===== src/rtl/mdec_pkg.sv =====
package mdec_pkg;

  // Framing state after phase lock: tracking preamble, or passing payload.
  typedef enum logic [0:0] {
    FR_PREAMBLE = 1'b0,
    FR_PAYLOAD  = 1'b1
  } mdec_frame_t;

  // Per-cycle events from the phase tracker to the framer.
  typedef struct packed {
    logic sample;  // take the line level now (quarter bit after centre)
    logic drop;    // lock is being released at this edge
  } mdec_tick_t;

endpackage


===== src/rtl/mdec_edge.sv =====
module mdec_edge (
  input  logic clk,
  input  logic rst,
  input  logic line_in,
  output logic level,
  output logic toggled
);

  logic cur_q, prev_q;

  always_ff @(posedge clk) begin
    if (rst) begin
      cur_q  <= 1'b0;
      prev_q <= 1'b0;
    end else begin
      cur_q  <= line_in;
      prev_q <= cur_q;
    end
  end

  assign level   = cur_q;
  assign toggled = cur_q ^ prev_q;

endmodule


===== src/rtl/mdec_phase.sv =====
module mdec_phase
  import mdec_pkg::*;
#(
  parameter int OSR      = 8,
  parameter int TOL      = 1,
  parameter int LOCK_RUN = 8,
  parameter int LOSS     = 12
) (
  input  logic                              clk,
  input  logic                              rst,
  input  logic                              toggled,
  output logic                              locked,
  output logic                              hit,
  output mdec_tick_t                        tick,
  output logic [$clog2(OSR+LOSS+1)-1:0]     phase_cnt
);

  localparam int CW       = $clog2(OSR + LOSS + 1);
  localparam int RW       = $clog2(LOCK_RUN + 1);
  localparam int LIMIT    = OSR + LOSS;
  localparam int WIN_LO   = OSR - TOL;
  localparam int WIN_HI   = OSR + TOL;
  localparam int SAMPLE_AT = OSR / 4;

  // cnt_q: samples elapsed since the last accepted centre transition.
  logic [CW-1:0] cnt_q;
  logic [RW-1:0] run_q;
  logic          lock_q;
  logic          in_win;
  logic          drop;

  assign in_win = (cnt_q >= CW'(WIN_LO)) && (cnt_q <= CW'(WIN_HI));
  assign hit    = toggled && in_win && (lock_q || (run_q != '0));
  assign drop   = lock_q && !hit && (cnt_q == CW'(LIMIT));

  always_ff @(posedge clk) begin
    if (rst) begin
      cnt_q  <= '0;
      run_q  <= '0;
      lock_q <= 1'b0;
    end else if (lock_q) begin
      if (hit) begin
        cnt_q <= CW'(1);
      end else if (drop) begin
        lock_q <= 1'b0;
        run_q  <= '0;
      end else begin
        cnt_q <= cnt_q + 1'b1;
      end
    end else begin
      if (toggled) begin
        cnt_q <= CW'(1);
        if (hit) begin
          if (run_q == RW'(LOCK_RUN - 1)) begin
            lock_q <= 1'b1;
            run_q  <= '0;
          end else begin
            run_q <= run_q + 1'b1;
          end
        end else begin
          run_q <= RW'(1);
        end
      end else if (cnt_q != CW'(LIMIT)) begin
        cnt_q <= cnt_q + 1'b1;
      end
    end
  end

  assign locked      = lock_q;
  assign tick.sample = lock_q && (cnt_q == CW'(SAMPLE_AT));
  assign tick.drop   = drop;
  assign phase_cnt   = cnt_q;

endmodule


===== src/rtl/mdec_frame.sv =====
module mdec_frame
  import mdec_pkg::*;
(
  input  logic       clk,
  input  logic       rst,
  input  mdec_tick_t tick,
  input  logic       level,
  output logic       bit_stb,
  output logic       bit_val,
  output logic       inverted
);

  mdec_frame_t state_q;
  logic        have_prev_q;
  logic        prev_q;
  logic        inv_q;

  always_ff @(posedge clk) begin
    if (rst || tick.drop) begin
      state_q     <= FR_PREAMBLE;
      have_prev_q <= 1'b0;
      prev_q      <= 1'b0;
      inv_q       <= 1'b0;
    end else if (tick.sample) begin
      case (state_q)
        FR_PREAMBLE: begin
          prev_q      <= level;
          have_prev_q <= 1'b1;
          if (have_prev_q && (level == prev_q)) begin
            state_q <= FR_PAYLOAD;
            inv_q   <= ~level;
          end
        end
        default: state_q <= FR_PAYLOAD;
      endcase
    end
  end

  assign bit_stb  = tick.sample && (state_q == FR_PAYLOAD);
  assign bit_val  = level ^ inv_q;
  assign inverted = inv_q;

endmodule


===== src/rtl/mdec_outreg.sv =====
module mdec_outreg #(
  parameter int W = 1
) (
  input  logic         clk,
  input  logic         rst,
  input  logic         load,
  input  logic [W-1:0] din,
  input  logic         ready,
  output logic         valid,
  output logic [W-1:0] dout
);

  always_ff @(posedge clk) begin
    if (rst) begin
      valid <= 1'b0;
      dout  <= '0;
    end else if (load) begin
      valid <= 1'b1;
      dout  <= din;
    end else if (ready) begin
      valid <= 1'b0;
    end
  end

endmodule


===== src/rtl/mdec_rx.sv =====
module mdec_rx
  import mdec_pkg::*;
#(
  parameter int OSR      = 8,
  parameter int TOL      = 1,
  parameter int LOCK_RUN = 8,
  parameter int LOSS     = 12
) (
  input  logic clk,
  input  logic rst,
  input  logic line_in,
  input  logic out_ready,
  output logic out_valid,
  output logic out_bit,
  output logic locked,
  output logic inverted
);

  localparam int CW    = $clog2(OSR + LOSS + 1);
  localparam int LIMIT = OSR + LOSS;

  logic          level;
  logic          toggled;
  logic          mid_hit;
  mdec_tick_t    tick;
  logic [CW-1:0] phase_cnt;
  logic          bit_stb;
  logic          bit_val;

  mdec_edge u_edge (
    .clk     (clk),
    .rst     (rst),
    .line_in (line_in),
    .level   (level),
    .toggled (toggled)
  );

  mdec_phase #(
    .OSR      (OSR),
    .TOL      (TOL),
    .LOCK_RUN (LOCK_RUN),
    .LOSS     (LOSS)
  ) u_phase (
    .clk       (clk),
    .rst       (rst),
    .toggled   (toggled),
    .locked    (locked),
    .hit       (mid_hit),
    .tick      (tick),
    .phase_cnt (phase_cnt)
  );

  mdec_frame u_frame (
    .clk      (clk),
    .rst      (rst),
    .tick     (tick),
    .level    (level),
    .bit_stb  (bit_stb),
    .bit_val  (bit_val),
    .inverted (inverted)
  );

  mdec_outreg #(.W(1)) u_out (
    .clk   (clk),
    .rst   (rst),
    .load  (bit_stb),
    .din   (bit_val),
    .ready (out_ready),
    .valid (out_valid),
    .dout  (out_bit)
  );

endmodule


===== config.mk =====
export PLATFORM = sky130hd
export DESIGN_NAME = mdec_rx
export DESIGN_NICKNAME = d
export VERILOG_FILES = /design/src/rtl/mdec_pkg.sv /design/src/rtl/mdec_edge.sv /design/src/rtl/mdec_phase.sv /design/src/rtl/mdec_frame.sv /design/src/rtl/mdec_outreg.sv /design/src/rtl/mdec_rx.sv
export SDC_FILE = /design/constraint.sdc
export NUM_CORES = 1
export LEC_CHECK = 0
export ABC_AREA = 1
export CAP_MARGIN = 20
export CORE_UTILIZATION = 35
export CTS_CLUSTER_DIAMETER = 30
export DETAILED_ROUTE_END_ITERATION = 8
export GPL_ROUTABILITY_DRIVEN = 0
export GPL_TIMING_DRIVEN = 0
export HOLD_SLACK_MARGIN = 0.03
export PLACE_DENSITY = 0.5
export SYNTH_ARGS = -nofsm -noshare
export SYNTH_HDL_FRONTEND = slang
export SYNTH_HIERARCHICAL = 1
export SYNTH_SLANG_ARGS = --single-unit

===== constraint.sdc =====
create_clock -name clk -period 1.3 [get_ports clk]
set_input_delay 0.13 -clock clk [delete_from_list [all_inputs] [get_ports clk]]
set_output_delay 0.13 -clock clk [all_outputs]
set_load 0.02 [all_outputs]

Yosys cells after proc, flatten, opt, wreduce, memory -nomap -nowiden

Cells that the tools add are included.

Magnitude comparators: 2
Eq/ne operators: 8
Bitwise logic cells: 4
Mux-type cells: 21
$add $sub $neg: 2
Reduce and logical (&&, ||, !) cells: 19

Operators by type and width:

| cell                | count |
|---|---|
| $mux 5              | 5 |
| $mux 4              | 6 |
| $mux 1              | 10 |
| $logic_and 1x1->1   | 8 |
| $reduce_and 3->1    | 2 |
| $add 5x1->5 const B | 1 |
| $eq 5x2->1 const B  | 1 |
| $eq 5x5->1 const B  | 1 |
| $ge 5x3->1 const B  | 1 |
| $le 5x4->1 const B  | 1 |
| $ne 5x5->1 const B  | 1 |
| $add 4x1->4 const B | 1 |
| $eq 4x3->1 const B  | 1 |
| $ne 2x2->1 const B  | 2 |
| $reduce_and 2->1    | 2 |
| $reduce_bool 2->1   | 2 |
| $reduce_bool 4->1   | 1 |
| $ne 3x2->1 const B  | 1 |
| $reduce_bool 3->1   | 1 |
| $logic_or 1x1->1    | 2 |
| $not 1->1           | 2 |
| $xor 1x1->1         | 2 |
| $eq 1x1->1          | 1 |
| $logic_not 1->1     | 1 |

Output and inout port bits: 4
Input port bits: 4
Register bits: 18
Logic and storage cells: 67

Longest topological paths before layout

Gate-level depths: netlist of the first run.

Word-level depth: 10
Mapped depth: 11
Mapped depth without buffers: 11

Cells and area by module

Netlist of the first run, hierarchy kept.

By module, submodules not included:

| module      | cells an instance | area an instance (um2) | times used |
|---|---|---|---|
| mdec_phase  | 102               | 742.0                  | 1 |
| mdec_frame  | 29                | 205.2                  | 1 |
| mdec_outreg | 9                 | 72.6                   | 1 |
| mdec_edge   | 10                | 70.1                   | 1 |

Worst setup path before layout of the first run

Ideal clock, no wire load.

Path kind: register -> register
Start point: register u_phase.cnt_q[0] (netlist: u_phase/phase_cnt[0])
End point: register u_frame.inv_q (netlist: u_frame/inverted)
Cell stages (with the launch flop): 11
Path slack: -0.062 ns
Setup time: 0.062 ns
Period minus slack after synthesis: 1.362 ns
Buffers on the path: 0
Required time: 1.238 ns
Data arrival time: 1.299 ns
Cells stage by stage: dfxtp_1 -> inv_1 -> ha_1 -> nand3_1 -> nor3_1 -> inv_2 -> nor2_4 -> inv_1 -> nor2_1 -> nor2_1 -> nor2_2

RTL lines:

| element                  | line             | RTL |
|---|---|---|
| start: declaration       | mdec_phase.sv:26 | `logic [CW-1:0] cnt_q;` |
| start signal: assignment | mdec_phase.sv:48 | `cnt_q <= cnt_q + 1'b1;` |
| start signal: assignment | mdec_phase.sv:64 | `cnt_q <= cnt_q + 1'b1;` |
| end signal: assignment   | mdec_frame.sv:31 | `inv_q <= ~level;` |
| end: declaration         | mdec_frame.sv:16 | `logic inv_q;` |

Worst setup path in the final report of the first run

Start point: register u_phase.cnt_q[1] (netlist: u_phase/phase_cnt[1])
End point: register u_phase.cnt_q[1] (netlist: u_phase/phase_cnt[1])

Longest elaborated chain between the ends: 9

RTL lines:

| element                                  | line             | RTL |
|---|---|---|
| $ge 5x3->1 or $le 5x4->1 (tied branches) | mdec_phase.sv:32 | `assign in_win = (cnt_q >= CW'(WIN_LO)) && (cnt_q <= CW'(WIN_HI));` |
| $logic_and 1x1->1                        | mdec_phase.sv:32 |  |
| $logic_and 1x1->1 (2 in series)          | mdec_phase.sv:33 | `assign hit = toggled && in_win && (lock_q \|\| (run_q != '0));` |
| $logic_not 1->1                          | mdec_phase.sv:34 | `assign drop = lock_q && !hit && (cnt_q == CW'(LIMIT));` |
| $logic_and 1x1->1 (2 in series)          | mdec_phase.sv:34 |  |
| $ne 3x2->1 (no line)                     | n/a              |  |
| $reduce_and 2->1 (no line)               | n/a              |  |

Several ways; a longest one is shown, not always the timed one. The select of a mux whose other input is x is not followed.
A chain may end at the register's enable or synchronous reset.

==> results.py, run 1 <==
metrics = {
    "clock_tree": {
        "clock_latency_ns": 0.28,
        "cts_tree": "yes",
        "cts.sinks": 18,
        "numCtsBuffers": 3,
        "hold_buffers": 0,
        "clockBufferDepth": 2,
        "path_clk_slew_ns": 0.10,
        "cts_max_level": 1,
        "root_buffer": "clkbuf_4",
    },
    "timing": {
        "max_freq_mhz": 703,
        "tightest_slew_ns": 0.537,
        "worst_slack_ns": -0.122,
        "hold_viol": 0,
        "period_share": 1.09,
        "fin_skew_ns": 0.00600,
        "maxSlewHeadroom": 0.641,
        "fin_hold_ws_ns": 0.341,
        "final-max-slew-violation-count": 0,
        "setup_viol": 11,
        "fin_crit_ns": 1.42,
        "grt_setup_unrepaired": "true",
    },
    "worst_setup_path": {
        "path_class": "register to register",
        "r2r_slack_ns": -0.12,
        "r2r-start": "u_phase/phase_cnt[1]",
        "cpMaxStageDelayCell": "dfxtp_4",
        "rr_worst_depth": 9,
        "crit_arrival_ns": 1.61,
        "worstPathCellList": "ha_1 -> nand2_2 -> nand3_2 -> nand2_2 -> inv_2 -> nand2_4 -> nand2_4 -> nor3_4 -> nor2_1",
        "r2r_end": "u_phase/phase_cnt[1]",
        "worstPathMaxFanout": 6,
        "cp_data_required_time_ns": 1.48,
        "crit_family": "simple AND/OR/NAND/NOR gates",
        "critPathMaxStageDelay_ns": 0.39,
        "endpoint_kind": "register",
        "start_kind": "register",
        "cp_num_buf_inv": 1,
    },
    "die": {
        "io-pin-count": 8,
        "dieHeight_um": 57.7,
        "fp.dieW_um": 57.7,
        "core-area_um2": 2850,
        "rows": 19,
        "die_area_um2": 3330,
        "start_util": 0.380,
    },
    "run_status": {
        "violations": "DRC, setup timing",
        "status": "finished, violations left",
    },
    "hold_path": {
        "hold_path_depth": 3,
        "hp-class": "input pin to register",
        "hold-path-endpoint": "u_edge/level",
        "hold_start": "line_in",
    },
    "routing": {
        "wirelength_mm": 2.11,
        "vias": 946,
        "drtPass1Iterations": 6,
        "drtIter0Drc": 18,
        "drc": 1,
        "ant_nets": 0,
        "wl_per_cell_um": 10.4,
        "via_per_inst": 4.68,
    },
    "yosys": {
        "synth_nets": 159,
        "yosys_warnings": 6,
        "synth_area_um2": 1080,
        "syn_inst": 149,
        "syn_area_per_cell_um2": 7.28,
    },
    "place": {
        "numPortBuffers": 7,
        "hpwl_mm": 1.64,
    },
    "power": {
        "ir_drop_mv": 0.494,
        "p_leak_nw": 0.624,
        "cellPowerDensity_nw_per_um2": 749,
        "finalPower_mw": 1.08,
    },
    "global_route": {
        "grt_pass1_vias": 899,
        "grt_remaining_overflow": 0,
        "antenna_found_initial": 0,
        "grt_start_max_net_pins": 12,
        "grt_pass1_wl_mm": 3.65,
        "grt_util_all_layers": 0.143,
    },
    "final_layout": {
        "antennaDiodeCount": 0,
        "drive_gt1_frac": 0.404,
        "layout.nets": 182,
        "area_delta_synth_final_pct": 32.3,
    },
    "job": {
        "cap_viol_max_count": 0,
    },
}
report_power, final:
part | total (mW) | switching [mW] | internal, mW
combinational | 0.160 | 0.0864 | 0.0741
sequential | 0.584 | 0.0208 | 0.563
clock | 0.331 | 0.161 | 0.170
total | 1.08 | 0.268 | 0.807
repair_timing:
| action | in CTS | in global routing |
|---|---|---|
| setup endpoints to repair | 18 | 16 |
| hold endpoints to repair | 0 | 0 |
| gates resized for setup | 26 | 17 |
| setup buffers | 6 | 5 |
| pin swaps | 11 | 11 |
sequential cells by signal (all words and copies together) (netlist names):
register,flops
u_frame/inverted,1
u_out/valid,1
u_frame/state_q,1
u_phase/phase_cnt,5
u_frame/prev_q,1
u_edge/prev_q,1
u_frame/have_prev_q,1
u_phase/run_q,4
u_phase/locked,1
u_edge/level,1
u_out/dout,1
per-stage QoR:
step	std cells	worst slack, ns	util	instance area, µm²	TNS [ns]
finish	202	-0.122	0.503	1440	-0.553
global route	202	-0.227	0.503	1440	-1.87
CTS	197	-0.126	0.475	1350	-0.628
detailed placement	187	-0.154	0.421	1200	-1.10
global placement	187	-0.156	0.421	1200	-0.979
floorplan	149	0.00123	-	1090	0
tightest hold or removal path, stage by stage:
cell	delay, ns
clkdlybuf4s50_1	0.39
inv_1	0.05
nor2_1	0.03
layout by cell type, fill, tap and decap left out, types with 2 or more instances in the layout:
| master | count |
|---|---|
| dlygate4sd2_1 | 4 |
| nand3_2 | 2 |
| nor3_4 | 2 |
| a21oi_1 | 5 |
| dfxtp_1 | 13 |
| buf_6 | 4 |
| inv_2 | 13 |
| nand2_4 | 3 |
| inv_1 | 15 |
| o21ai_2 | 2 |
| dfxtp_2 | 2 |
| nand4_1 | 6 |
| nand2_1 | 24 |
| nor2_4 | 5 |
| nand3_4 | 2 |
| nor2_2 | 5 |
| xor2_1 | 4 |
| ha_4 | 2 |
| dfxtp_4 | 3 |
| nand2_2 | 5 |
| nor2_1 | 15 |
| a21oi_2 | 4 |
| nor3_1 | 2 |
| buf_4 | 8 |
| clkdlybuf4s50_1 | 3 |
| ha_1 | 3 |
| nand3_1 | 4 |
| clkbuf_4 | 3 |
how the worst max path moves through the flow:
| stage | startpoint | endpoint | slack [ns] | cells after the start |
|---|---|---|---|---|
| finish | u_phase/phase_cnt[1] | u_phase/phase_cnt[1] | -0.12 | 9 |
| global route | u_phase/phase_cnt[0] | u_frame/inverted | -0.23 | 10 |
| CTS | u_phase/phase_cnt[0] | u_frame/inverted | -0.13 | 9 |
| detailed placement | u_phase/phase_cnt[0] | u_frame/inverted | -0.15 | 9 |
| global placement | u_phase/phase_cnt[0] | u_frame/inverted | -0.16 | 10 |
| floorplan | u_phase/phase_cnt[0] | u_frame/prev_q | 0.001 | 8 |
cell type report:
type                            count  area [µm²]
Clock buffer                        4        36.3
Multi-Input combinational cell    100         701
Buffer                              1        7.51
Tap cell                           31        38.8
Inverter                           30         115
Sequential cell                    18         374
Timing Repair Buffer               18         163
Fill cell                         297        1420
metal layers:
metal  global-route usage  up-vias  share of wire
met3               0.0268        2          0.018
met2                0.262        5           0.52
li1                     -      513              -
met4               0.0612        0         0.0081
met1                0.162      426           0.46
met5                    0        -              0
(Power assumes the default switching activity.)
==> inputs of run 2 (changes only) <==
--- a/config.mk
+++ b/config.mk
@@ -13,7 +13,7 @@
 export GPL_ROUTABILITY_DRIVEN = 0
 export GPL_TIMING_DRIVEN = 0
 export HOLD_SLACK_MARGIN = 0.03
-export PLACE_DENSITY = 0.5
+export PLACE_DENSITY = 0.48
 export SYNTH_ARGS = -nofsm -noshare
 export SYNTH_HDL_FRONTEND = slang
 export SYNTH_HIERARCHICAL = 1
==> constraint.sdc (replaced) <==
create_clock -name clk -period 1.8 [get_ports clk]
set_input_delay 0.18 -clock clk [delete_from_list [all_inputs] [get_ports clk]]
set_output_delay 0.18 -clock clk [all_outputs]
set_load 0.02 [all_outputs]
==> run 2 against run 1 <==
Effect of this change:
- the flow now finishes without violations
- utilization fell by 7.7 points
- sequential power fell by 28%
- non-clock buffer count fell by 11
- first-iteration DRC count did not move
- flip-flop and latch count did not move
- clock skew fell by 0.0018 ns
- clock power fell by 43%
- fmax fell by 7.8%
- via count fell by 5.3%
- sequential share of layout area rose by 3.6 points
- register-to-register slack improved by 0.38 ns
- largest power group unchanged
==> results.py, run 2 (synthesized netlist as in run 1, its figures left out) <==
metrics = {
    "power": {
        "seq_power_share": 0.611,
        "p_leak_nw": 0.535,
        "finalPower_uw": 686,
        "power_switching_uw": 171,
        "cell_internal_pwr_uw": 515,
        "combPwrFrac": 0.114,
        "ir_drop_mv": 0.347,
        "p_sw_frac": 0.249,
        "cellPowerDensity_nw_per_um2": 564,
        "clkPwrFrac": 0.275,
    },
    "clock_tree": {
        "postCtsSetupRepairBufs": 0,
        "post_cts_resized": 0,
        "cts.sinks": 18,
        "path_clk_slew_ns": 0.09,
        "cts_max_level": 1,
        "numCtsBuffers": 3,
        "hold_buffers": 0,
        "root_buffer": "clkbuf_4",
        "clockBufferDepth": 2,
        "cts_tree": "yes",
        "clock_latency_ns": 0.28,
    },
    "die": {
        "core-area_um2": 2850,
        "dieHeight_um": 57.7,
        "fp.dieW_um": 57.7,
        "io-pin-count": 8,
        "start_util": 0.380,
        "die_area_um2": 3330,
        "rows": 19,
    },
    "global_route": {
        "grt_util_all_layers": 0.135,
        "grt_start_max_net_pins": 12,
        "grt_use_met1": 0.152,
        "grt_pass1_wl_mm": 3.45,
        "grt_pass1_vias": 866,
        "busiest_layer": "met2",
        "grt_remaining_overflow": 0,
        "antenna_found_initial": 0,
        "grt_use_met3": 0.0402,
        "grt_util_met2": 0.244,
    },
    "routing": {
        "wl_per_cell_um": 10.2,
        "vias": 896,
        "drtPass1Iterations": 4,
        "ant_nets": 0,
        "wirelength_mm": 1.94,
        "via_per_inst": 4.72,
        "drtIter0Drc": 18,
        "drc": 0,
    },
    "hold_path": {
        "hp-class": "input pin to register",
        "hold_start": "line_in",
    },
    "worst_setup_path": {
        "endpoint_kind": "register",
        "worstPathMaxFanout": 5,
        "start_kind": "register",
        "critPathLaunch": "u_phase/phase_cnt[0]",
        "cp_data_required_time_ns": 2.03,
        "crit_arrival_ns": 1.77,
        "path_class": "register to register",
        "r2r-start": "u_phase/phase_cnt[0]",
    },
    "timing": {
        "final-max-slew-violation-count": 0,
        "fin_skew_ns": 0.00418,
        "max_freq_mhz": 648,
        "setup_viol": 0,
        "hold_viol": 0,
        "worst_slack_ns": 0.258,
        "fin_crit_ns": 1.54,
        "tightest_slew_ns": 0.443,
        "grt_setup_unrepaired": "false",
        "finalSetupTns_ns": 0,
        "maxSlewHeadroom": 0.704,
        "period_share": 0.857,
    },
    "place": {
        "numPortBuffers": 7,
        "place_ws_ns": 0.260,
        "hpwl_mm": 1.61,
        "placed_cells": 187,
    },
    "final_layout": {
        "final_cell_mix": "nand2_1, inv_1, nor2_1",
        "fin_cells": 190,
        "largest_reg_flops": 5,
        "layout.nets": 171,
        "drive_gt1_frac": 0.189,
        "layout_commonest_cell": "nand2_1",
        "area_delta_synth_final_pct": 12.1,
        "antennaDiodeCount": 0,
    },
    "job": {
        "cap_viol_max_count": 0,
    },
    "run_status": {
        "status": "completed",
    },
}
-- run 2: changes by cell type in the layout (fill, tap and decap cells not counted), sizes merged --
cell	previous run	this run
buf	12	1
clkdlybuf4s50	3	7
clkbuf	4	3
dlygate4sd2	4	0
-- run 2: final cells by class --
cell class / instances / area, µm²
inverter: 30 / 113
sequential: 18 / 360
clock buffer: 3 / 22.5
fill: 313 / 1640
buffer: 1 / 7.51
timing repair buffer: 7 / 70.1
multi-input combinational: 100 / 604
tap: 31 / 38.8
-- run 2: critical path: stages (launching register included) --
cell     delay, ns
dfxtp_1       0.36
inv_1         0.13
ha_1          0.16
nand3_1       0.07
nor3_1        0.26
inv_2         0.10
nor2_4        0.14
inv_1         0.05
nor2_1        0.09
nor2_1        0.05
nor2_2        0.08
-- run 2: worst paths after layout --
kind | endpoint | slack [ns] | depth (start not counted)
setup / recovery | u_frame/inverted | 0.26 | 10
hold / removal | u_edge/level | 0.42 | 3
setup reg to reg | u_frame/inverted | 0.26 | 10
hold reg to reg | u_out/valid | 0.46 | 2
-- run 2: power by group through the flow --
stage	Combinational, mW	Sequential (mW)	Clock [mW]
floorplan	0.0589	0.426	0
global placement	0.0781	0.429	0
detailed placement	0.0798	0.429	0
CTS	0.0799	0.419	0.202
global route	0.0923	0.422	0.219
finish	0.0785	0.419	0.189
-- run 2: metrics by stage --
stage	hold WS [ns]	area, µm²	utilization
floorplan	0.242	1080	-
global placement	0.446	1190	0.418
detailed placement	0.453	1190	0.418
CTS	0.409	1220	0.426
global route	0.438	1220	0.426
finish	0.417	1220	0.426
-- run 2: per-layer routing --
layer / wire length [µm] / up-vias / share of wire
li1: - / 487 / -
met1: 915 / 398 / 0.47
met2: 949 / 9 / 0.49
met3: 55 / 2 / 0.028
met4: 18 / 0 / 0.0093
met5: 0 / - / 0
==> inputs of run 3 (changes only) <==
--- a/config.mk
+++ b/config.mk
@@ -7,12 +7,14 @@
 export LEC_CHECK = 0
 export ABC_AREA = 1
 export CAP_MARGIN = 20
+export CORE_ASPECT_RATIO = 1.2
 export CORE_UTILIZATION = 35
 export CTS_CLUSTER_DIAMETER = 30
 export DETAILED_ROUTE_END_ITERATION = 8
 export GPL_ROUTABILITY_DRIVEN = 0
 export GPL_TIMING_DRIVEN = 0
 export HOLD_SLACK_MARGIN = 0.03
+export MAX_ROUTING_LAYER = met4
 export PLACE_DENSITY = 0.48
 export SYNTH_ARGS = -nofsm -noshare
 export SYNTH_HDL_FRONTEND = slang
==> run 3 against run 2 <==
Effect of this change:
- final cell count rose by 2.1%
- first-iteration DRC count up 89%
- design area increased by 1.9%
- combinational power increased by 1%
- sequential power about the same
- routed wire length up 6.5%
- die area barely moved
- clock power up 31%
- clock skew shrank 0.0012 ns
- via count up 0.89%
- utilization grew 0.62 points
==> results.py, run 3 (synthesized netlist as in run 1, its figures left out) <==
metrics = {
    "run_status": {
        "status": "completed",
    },
    "routing": {
        "drc": 0,
        "wl_per_cell_um": 10.6,
        "drtPass1Iterations": 4,
        "drtIter0Drc": 34,
        "ant_nets": 0,
        "via_per_inst": 4.66,
        "vias": 904,
        "wirelength_mm": 2.07,
    },
    "place": {
        "numPortBuffers": 7,
        "place_ws_ns": 0.205,
        "hpwl_mm": 1.67,
    },
    "power": {
        "clkPwrFrac": 0.331,
        "ir_drop_mv": 0.528,
        "cell_internal_pwr_uw": 561,
        "power_switching_uw": 186,
        "cellPowerDensity_nw_per_um2": 603,
        "finalPower_uw": 747,
        "seq_power_share": 0.563,
        "p_leak_nw": 0.547,
        "p_sw_frac": 0.249,
        "combPwrFrac": 0.106,
    },
    "clock_tree": {
        "numCtsBuffers": 3,
        "clock_latency_ns": 0.29,
        "post_cts_resized": 0,
        "clockBufferDepth": 2,
        "root_buffer": "clkbuf_4",
        "cts_max_level": 1,
        "path_clk_slew_ns": 0.10,
        "cts_tree": "yes",
        "hold_buffers": 0,
        "cts.sinks": 18,
        "postCtsSetupRepairBufs": 0,
    },
    "timing": {
        "final-max-slew-violation-count": 0,
        "grt_setup_unrepaired": "false",
        "hold_viol": 0,
        "worst_slack_ns": 0.250,
        "period_share": 0.861,
        "tightest_slew_ns": 0.443,
        "max_freq_mhz": 645,
        "finalSetupTns_ns": 0,
        "setup_viol": 0,
        "fin_crit_ns": 1.55,
        "maxSlewHeadroom": 0.704,
        "fin_hold_ws_ns": 0.405,
        "fin_skew_ns": 0.00301,
    },
    "final_layout": {
        "layout_commonest_cell": "nand2_1",
        "final_core_util": 0.433,
        "fill_cells": 301,
        "area_delta_synth_final_pct": 14.2,
        "antennaDiodeCount": 0,
        "largest_reg_flops": 5,
        "drive_gt1_frac": 0.200,
        "final_cell_mix": "nand2_1, inv_1, nor2_1",
        "layout.nets": 171,
    },
    "global_route": {
        "busiest_layer": "met2",
        "grt_util_all_layers": 0.152,
        "grt_use_met1": 0.185,
        "grt_util_met2": 0.247,
        "grt_remaining_overflow": 0,
        "grt_pass1_wl_mm": 3.73,
        "grt_pass1_vias": 882,
        "grt_start_max_net_pins": 12,
        "grt_use_met3": 0.0292,
        "antenna_found_initial": 0,
    },
    "worst_setup_path": {
        "crit_arrival_ns": 1.78,
        "cp_data_required_time_ns": 2.03,
        "start_kind": "register",
        "path_class": "register to register",
        "worstPathMaxFanout": 5,
        "endpoint_kind": "register",
    },
    "job": {
        "cap_viol_max_count": 0,
    },
    "die": {
        "core-area_um2": 2860,
        "die_area_um2": 3330,
        "rows": 21,
        "io-pin-count": 8,
        "fp.dieW_um": 52.8,
        "start_util": 0.379,
        "dieHeight_um": 63.0,
    },
    "hold_path": {
        "hp-class": "input pin to register",
    },
}
[run 3: power groups by stage]
stage	logic, mW	registers [mW]	clock network (mW)
floorplan	0.0589	0.426	0
global placement	0.0784	0.429	0
detailed placement	0.0800	0.430	0
CTS	0.0802	0.421	0.263
global route	0.0911	0.423	0.282
finish	0.0794	0.420	0.247
[run 3: layer usage]
metal  vias to the layer above  wire [µm]
met3                         2         57
met5                         -          0
met2                         8       1030
met1                       409        954
met4                         0         21
li1                        485          -
[run 3: path summary, 6_finish.rpt]
kind | start | endpoint | slack [ns] | cells past startpoint
max | u_phase/phase_cnt[0] | u_frame/prev_q | 0.25 | 8
min | line_in | u_edge/level | 0.40 | 3
max reg2reg | u_phase/phase_cnt[0] | u_frame/prev_q | 0.25 | 8
min reg2reg | u_out/valid | u_out/valid | 0.47 | 2
[run 3: layout make-up]
class | instances | area (µm²) | area share
buffer | 1 | 7.51 | 0.00606
clock buffer | 4 | 36.3 | 0.0293
inverter | 30 | 113 | 0.0909
multi-input combinational | 100 | 609 | 0.492
sequential | 18 | 360 | 0.291
tap | 34 | 42.5 | 0.0343
timing repair buffer | 7 | 70.1 | 0.0566
[run 3: stage by stage]
stage / instances / cell area (µm²)
3_5_place_dp: 190 / 1200
3_3_place_gp: 190 / 1200
2_1_floorplan: 149 / 1080
4_1_cts: 194 / 1230
5_1_grt: 194 / 1240
6_report: 194 / 1240
[run 3: worst max-delay path, cell delays in order, from the launching register on]
cell,delay [ns]
dfxtp_1,0.42
inv_1,0.11
ha_1,0.25
nand3_4,0.13
nor2_4,0.05
buf_4,0.12
nor2_1,0.16
o21ai_0,0.11
a21oi_1,0.11
